===== src/rtl/bpar_pkg.sv =====
package bpar_pkg;
  typedef enum logic [1:0] {
    PH_IDLE = 2'd0,
    PH_ADDR = 2'd1,
    PH_DATA = 2'd2
  } phase_e;

  typedef struct packed {
    phase_e kind;
    logic   calc;
  } chk_stage_t;
endpackage


===== src/rtl/bpar_tree.sv =====
module bpar_tree #(
  parameter int AD_W  = 32,
  parameter int CBE_W = 4
) (
  input  logic [AD_W-1:0]  ad_i,
  input  logic [CBE_W-1:0] cbe_i,
  output logic             par_o
);
  localparam int LANE_W = AD_W / CBE_W;

  logic [CBE_W-1:0] lane_par;

  // one byte lane plus its enable bit per leaf
  for (genvar g = 0; g < CBE_W; g++) begin : g_lane
    assign lane_par[g] = (^ad_i[g*LANE_W +: LANE_W]) ^ cbe_i[g];
  end

  assign par_o = ^lane_par;

  initial begin
    AST_LANE_SPLIT: assert (LANE_W * CBE_W == AD_W);
  end
endmodule


===== src/rtl/bpar_gen.sv =====
module bpar_gen (
  input  logic clk_i,
  input  logic rst_ni,
  input  logic drive_i,
  input  logic calc_i,
  output logic par_o,
  output logic par_oe_o
);
  logic par_q, oe_q;

  always_ff @(posedge clk_i or negedge rst_ni) begin
    if (!rst_ni) begin
      par_q <= 1'b0;
      oe_q  <= 1'b0;
    end else begin
      oe_q  <= drive_i;
      par_q <= drive_i ? calc_i : 1'b0;
    end
  end

  assign par_o    = par_q;
  assign par_oe_o = oe_q;

  AST_OE_AFTER_DRIVE: assert property (@(posedge clk_i) disable iff (!rst_ni)
    drive_i |=> par_oe_o);
  AST_OE_QUIET: assert property (@(posedge clk_i) disable iff (!rst_ni)
    !drive_i |=> !par_oe_o);
  AST_PAR_ONLY_ENABLED: assert property (@(posedge clk_i) disable iff (!rst_ni)
    par_o |-> par_oe_o);
endmodule


===== src/rtl/bpar_chk.sv =====
module bpar_chk
  import bpar_pkg::*;
(
  input  logic clk_i,
  input  logic rst_ni,
  input  logic addr_vld_i,
  input  logic data_vld_i,
  input  logic calc_i,
  input  logic par_i,
  input  logic perr_en_i,
  input  logic serr_en_i,
  input  logic clr_sts_i,
  output logic perr_no,
  output logic serr_no,
  output logic sts_o
);
  chk_stage_t stage_q;
  phase_e     kind_d;
  logic       mism;
  logic       perr_q, serr_q, sts_q;

  // address qualifier wins if both are raised
  always_comb begin
    if (addr_vld_i)      kind_d = PH_ADDR;
    else if (data_vld_i) kind_d = PH_DATA;
    else                 kind_d = PH_IDLE;
  end

  assign mism = (stage_q.kind != PH_IDLE) && (stage_q.calc != par_i);

  always_ff @(posedge clk_i or negedge rst_ni) begin
    if (!rst_ni) begin
      stage_q <= '{kind: PH_IDLE, calc: 1'b0};
      perr_q  <= 1'b0;
      serr_q  <= 1'b0;
      sts_q   <= 1'b0;
    end else begin
      stage_q <= '{kind: kind_d, calc: calc_i};
      perr_q  <= mism && (stage_q.kind == PH_DATA) && perr_en_i;
      serr_q  <= mism && (stage_q.kind == PH_ADDR) && serr_en_i;
      if (mism)           sts_q <= 1'b1;
      else if (clr_sts_i) sts_q <= 1'b0;
    end
  end

  assign perr_no = ~perr_q;
  assign serr_no = ~serr_q;
  assign sts_o   = sts_q;

  AST_PERR_FROM_DATA: assert property (@(posedge clk_i) disable iff (!rst_ni)
    !perr_no |-> $past(data_vld_i, 2));
  AST_SERR_FROM_ADDR: assert property (@(posedge clk_i) disable iff (!rst_ni)
    !serr_no |-> $past(addr_vld_i, 2));
  AST_PERR_MASK: assert property (@(posedge clk_i) disable iff (!rst_ni)
    !perr_no |-> $past(perr_en_i));
  AST_SERR_MASK: assert property (@(posedge clk_i) disable iff (!rst_ni)
    !serr_no |-> $past(serr_en_i));
  AST_STS_SET: assert property (@(posedge clk_i) disable iff (!rst_ni)
    mism |=> sts_o);
  AST_STS_CLEAR: assert property (@(posedge clk_i) disable iff (!rst_ni)
    (clr_sts_i && !mism) |=> !sts_o);
  AST_ERR_MEANS_STS: assert property (@(posedge clk_i) disable iff (!rst_ni)
    (!perr_no || !serr_no) |-> sts_o);
endmodule


===== src/rtl/bus_parity_unit.sv =====
module bus_parity_unit #(
  parameter int AD_W  = 32,
  parameter int CBE_W = 4
) (
  input  logic             clk_i,
  input  logic             rst_ni,
  input  logic [AD_W-1:0]  ad_i,
  input  logic [CBE_W-1:0] cbe_i,
  input  logic             drive_i,
  input  logic             addr_vld_i,
  input  logic             data_vld_i,
  input  logic             par_i,
  input  logic             perr_en_i,
  input  logic             serr_en_i,
  input  logic             clr_sts_i,
  output logic             par_o,
  output logic             par_oe_o,
  output logic             perr_no,
  output logic             serr_no,
  output logic             par_err_sts_o
);
  logic calc;

  // one tree serves both directions: the agent never drives and receives together
  bpar_tree #(.AD_W(AD_W), .CBE_W(CBE_W)) u_tree (
    .ad_i  (ad_i),
    .cbe_i (cbe_i),
    .par_o (calc)
  );

  bpar_gen u_gen (
    .clk_i    (clk_i),
    .rst_ni   (rst_ni),
    .drive_i  (drive_i),
    .calc_i   (calc),
    .par_o    (par_o),
    .par_oe_o (par_oe_o)
  );

  bpar_chk u_chk (
    .clk_i      (clk_i),
    .rst_ni     (rst_ni),
    .addr_vld_i (addr_vld_i),
    .data_vld_i (data_vld_i),
    .calc_i     (calc),
    .par_i      (par_i),
    .perr_en_i  (perr_en_i),
    .serr_en_i  (serr_en_i),
    .clr_sts_i  (clr_sts_i),
    .perr_no    (perr_no),
    .serr_no    (serr_no),
    .sts_o      (par_err_sts_o)
  );
endmodule


===== config.mk =====
export PLATFORM = sky130hd
export DESIGN_NAME = bus_parity_unit
export DESIGN_NICKNAME = d
export VERILOG_FILES = /design/src/rtl/bpar_pkg.sv /design/src/rtl/bpar_tree.sv /design/src/rtl/bpar_gen.sv /design/src/rtl/bpar_chk.sv /design/src/rtl/bus_parity_unit.sv
export SDC_FILE = /design/constraint.sdc
export NUM_CORES = 1
export LEC_CHECK = 0
export ABC_AREA = 1
export BUFFER_PORTS_ARGS = -buffer_cell sky130_fd_sc_hd__clkbuf_2
export CAP_MARGIN = 10
export CORE_MARGIN = 4
export CORE_UTILIZATION = 44
export DETAILED_ROUTE_END_ITERATION = 7
export PLACE_DENSITY = 0.78
export SYNTH_ARGS = -nofsm -noshare
export SYNTH_HDL_FRONTEND = slang
export SYNTH_SLANG_ARGS = --single-unit

===== constraint.sdc =====
create_clock -name clk_i -period 1.1 [get_ports clk_i]
set_input_delay 0.22 -clock clk_i [delete_from_list [all_inputs] [get_ports clk_i]]
set_output_delay 0.22 -clock clk_i [all_outputs]
set_load 0.01 [all_outputs]

==> results.json <==
{
  "cpPeakStageDelay_ns": 0.21,
  "clk_path_buf_depth": 2,
  "final_common_cell": "nand2_1",
  "vias": 1066,
  "postSynthCellCount": 161,
  "max-slew-margin-rel_pct": 79.2,
  "cts_buffers": 3,
  "ir_drop_uv": 533,
  "utilization_pct": 66.3,
  "path_cells": "clkbuf_2 > xor2_1 > inv_1 > nand2_1 > nand2_1 > nand2_1 > nand2_2 > inv_2 > nand2_1 > nand2_1 > nand2_1 > nand2_2 > inv_1",
  "hold_end": "u_gen.par_oe_o",
  "grt_max_degree": 9,
  "dieArea_um2": 2910,
  "antenna_found_initial": 0,
  "timing.reg2reg.setup_slack_ns": 0.13,
  "outcome": "finished, final reports clean",
  "yosysSeqAreaShare_pct": 21.5,
  "tritoncts": "done",
  "clk_latency_ns": 0.24,
  "track_usage_pct": 13.2,
  "required_ns": 1.23,
  "antennaDiodeCount": 0,
  "synth.distinct_cells": 13,
  "ant_nets": 0,
  "core_area_um2": 1980,
  "grt_pass1_wl_um": 2930,
  "min_period_ns": 1.06,
  "crit_type": "input pin to register",
  "worstReg2RegStart": "u_chk.stage_q[0]",
  "clk_pin_slew_ns": 0.05,
  "first_iter_violations": 15,
  "critical_path.n_buffers_inverters": 4,
  "fmax_mhz": 940,
  "slew_violations": 0,
  "totalWireLength_um": 1940,
  "grt_pass1_vias": 864,
  "maxCapViolations": 0,
  "cpMostUsedCell": "nand2_1",
  "routed_via_density": 4.42,
  "finClkSkew_ns": 0.00370,
  "total_leakage_power_uw": 0.000834,
  "cp-end-kind": "register",
  "start_util_pct": 46.9,
  "fin_crit_sh_pct": 96.7,
  "synth_area_um2": 930,
  "drt-pass1-iter-count": 5,
  "die_h_um": 54.0,
  "cp_slowest_cell": "xor2_1",
  "fin_setup_tns_ns": 0,
  "num_rows": 16,
  "hold_viol": 0,
  "io_buffers": 49,
  "synth-seq-cells": 8,
  "yosys_warnings": 0,
  "netlist.area_leader.share_pct": 28.7,
  "fillers": 192,
  "reg2regPathDepth": 3,
  "arrival_ns": 1.20,
  "drive_above_1_share_pct": 42.1,
  "rsz0062_at_grt": "yes",
  "grt-ovfl-total": 0,
  "gp_congestion": 0.678,
  "r2r_end": "u_chk.serr_q",
  "htree_levels": 1,
  "cts_setup_buffers": 0,
  "syn_to_final_growth_pct": 41.3,
  "start_kind": "input pin",
  "syn_area_per_cell_um2": 5.77,
  "final_cell_count_no_fill": 241,
  "root_buffer": "clkbuf_4",
  "yosys-top-cells-area": "nand2_1, dfrtp_1, inv_1, xor2_1, xnor2_1",
  "setup_violations": 0,
  "drc": 0,
  "hp-start": "drive_i",
  "ios": 50,
  "avgRoutedWirePerCell_um": 8.05,
  "layout_common_cells": "nand2_1, clkbuf_2, nand2_2",
  "place_inst": 237,
  "cp_max_fo": 3,
  "path_delay_family": "simple AND/OR/NAND/NOR gates",
  "clock_sinks": 8,
  "hpwl_um": 1690,
  "hold_path.class": "input pin to register",
  "die_w_um": 54.0,
  "yosys.area.top_type": "nand2_1",
  "min_path_cells": 1,
  "finalNetCount": 261,
  "worst_pin_slew_ns": 0.309,
  "synth_nets": 206,
  "p_per_area_nw_per_um2": 923
}
[layout make-up]
| type | instances | area (um^2) | area share, % |
|---|---|---|---|
| clock buffers | 3 | 22.5 | 1.71 |
| flip-flops and latches | 8 | 200 | 15.2 |
| repair buffers | 50 | 290 | 22.1 |
| well taps | 27 | 33.8 | 2.57 |
| inverters | 34 | 133 | 10.1 |
| multi-input cells | 119 | 634 | 48.3 |
[registers in the layout, indices dropped and copies added, names as in the netlist]
signal,count
u_chk.perr_q,1
u_gen.par_oe_o,1
u_chk.serr_q,1
u_chk.stage_q,3
u_chk.sts_o,1
u_gen.par_o,1
[synth_stat cells]
| cell | count |
|---|---|
| nand2_1 | 71 |
| nor4_1 | 1 |
| xnor2_1 | 8 |
| dfrtp_1 | 8 |
| nand3_1 | 10 |
| nor2_1 | 2 |
| nor2_2 | 1 |
| nand3_2 | 2 |
| xor2_1 | 11 |
| nand2_2 | 11 |
| inv_1 | 30 |
| o21ai_0 | 2 |
| inv_2 | 4 |
[metrics by stage]
stage	worst slack (ns)	area, um^2	total power [uW]	hold slack [ns]
final	0.0366	1310	1210	0.102
after CTS	0.0203	1240	1180	0.0925
after detailed placement	-0.234	1210	963	0.0740
after global routing	-0.0691	1310	1340	0.0840
after floorplan	0.0101	930	763	-0.0756
after global placement	-0.135	1210	928	0.0670
[report_power, final]
part	internal (uW)	switching, uW
clock network	124	85.3
registers	347	21.7
logic	277	357
total	749	464
[worst max-delay path by stage]
stage	depth (start not counted)	to	from
after floorplan	14	u_chk.stage_q[0]	ad_i[31]
after global placement	16	u_chk.stage_q[0]	ad_i[0]
after detailed placement	16	u_chk.stage_q[0]	ad_i[0]
after CTS	16	u_chk.stage_q[0]	ad_i[0]
after global routing	16	u_chk.stage_q[0]	ad_i[30]
final	13	u_chk.stage_q[0]	ad_i[7]
[routing by layer]
layer	track usage, %	up-vias	part of all wire [%]
li1	-	583	-
met1	12.4	453	34
met2	27.4	30	58
met3	1.11	0	8.2
met4	6.38	0	0
met5	0	-	0
[cell families (layout without fill, tap and decap cells)]
family                    after synthesis  count (layout)  synth area share (%)
AOI/OAI and AO/OA                       2               2                  1.08
xor gates and xnor gates               19              19                  17.9
buffers and inverters                  34              87                  13.7
DFF                                     8               8                  21.5
and+or+nand+nor                        98              98                  45.8
[what timing repair did]
item,in CTS,in global routing
resized for setup,0,34
hold buffers,1,0
endpoints found under the setup margin,0,2
hold endpoints to repair,8,0
(Power assumes the default switching activity.)
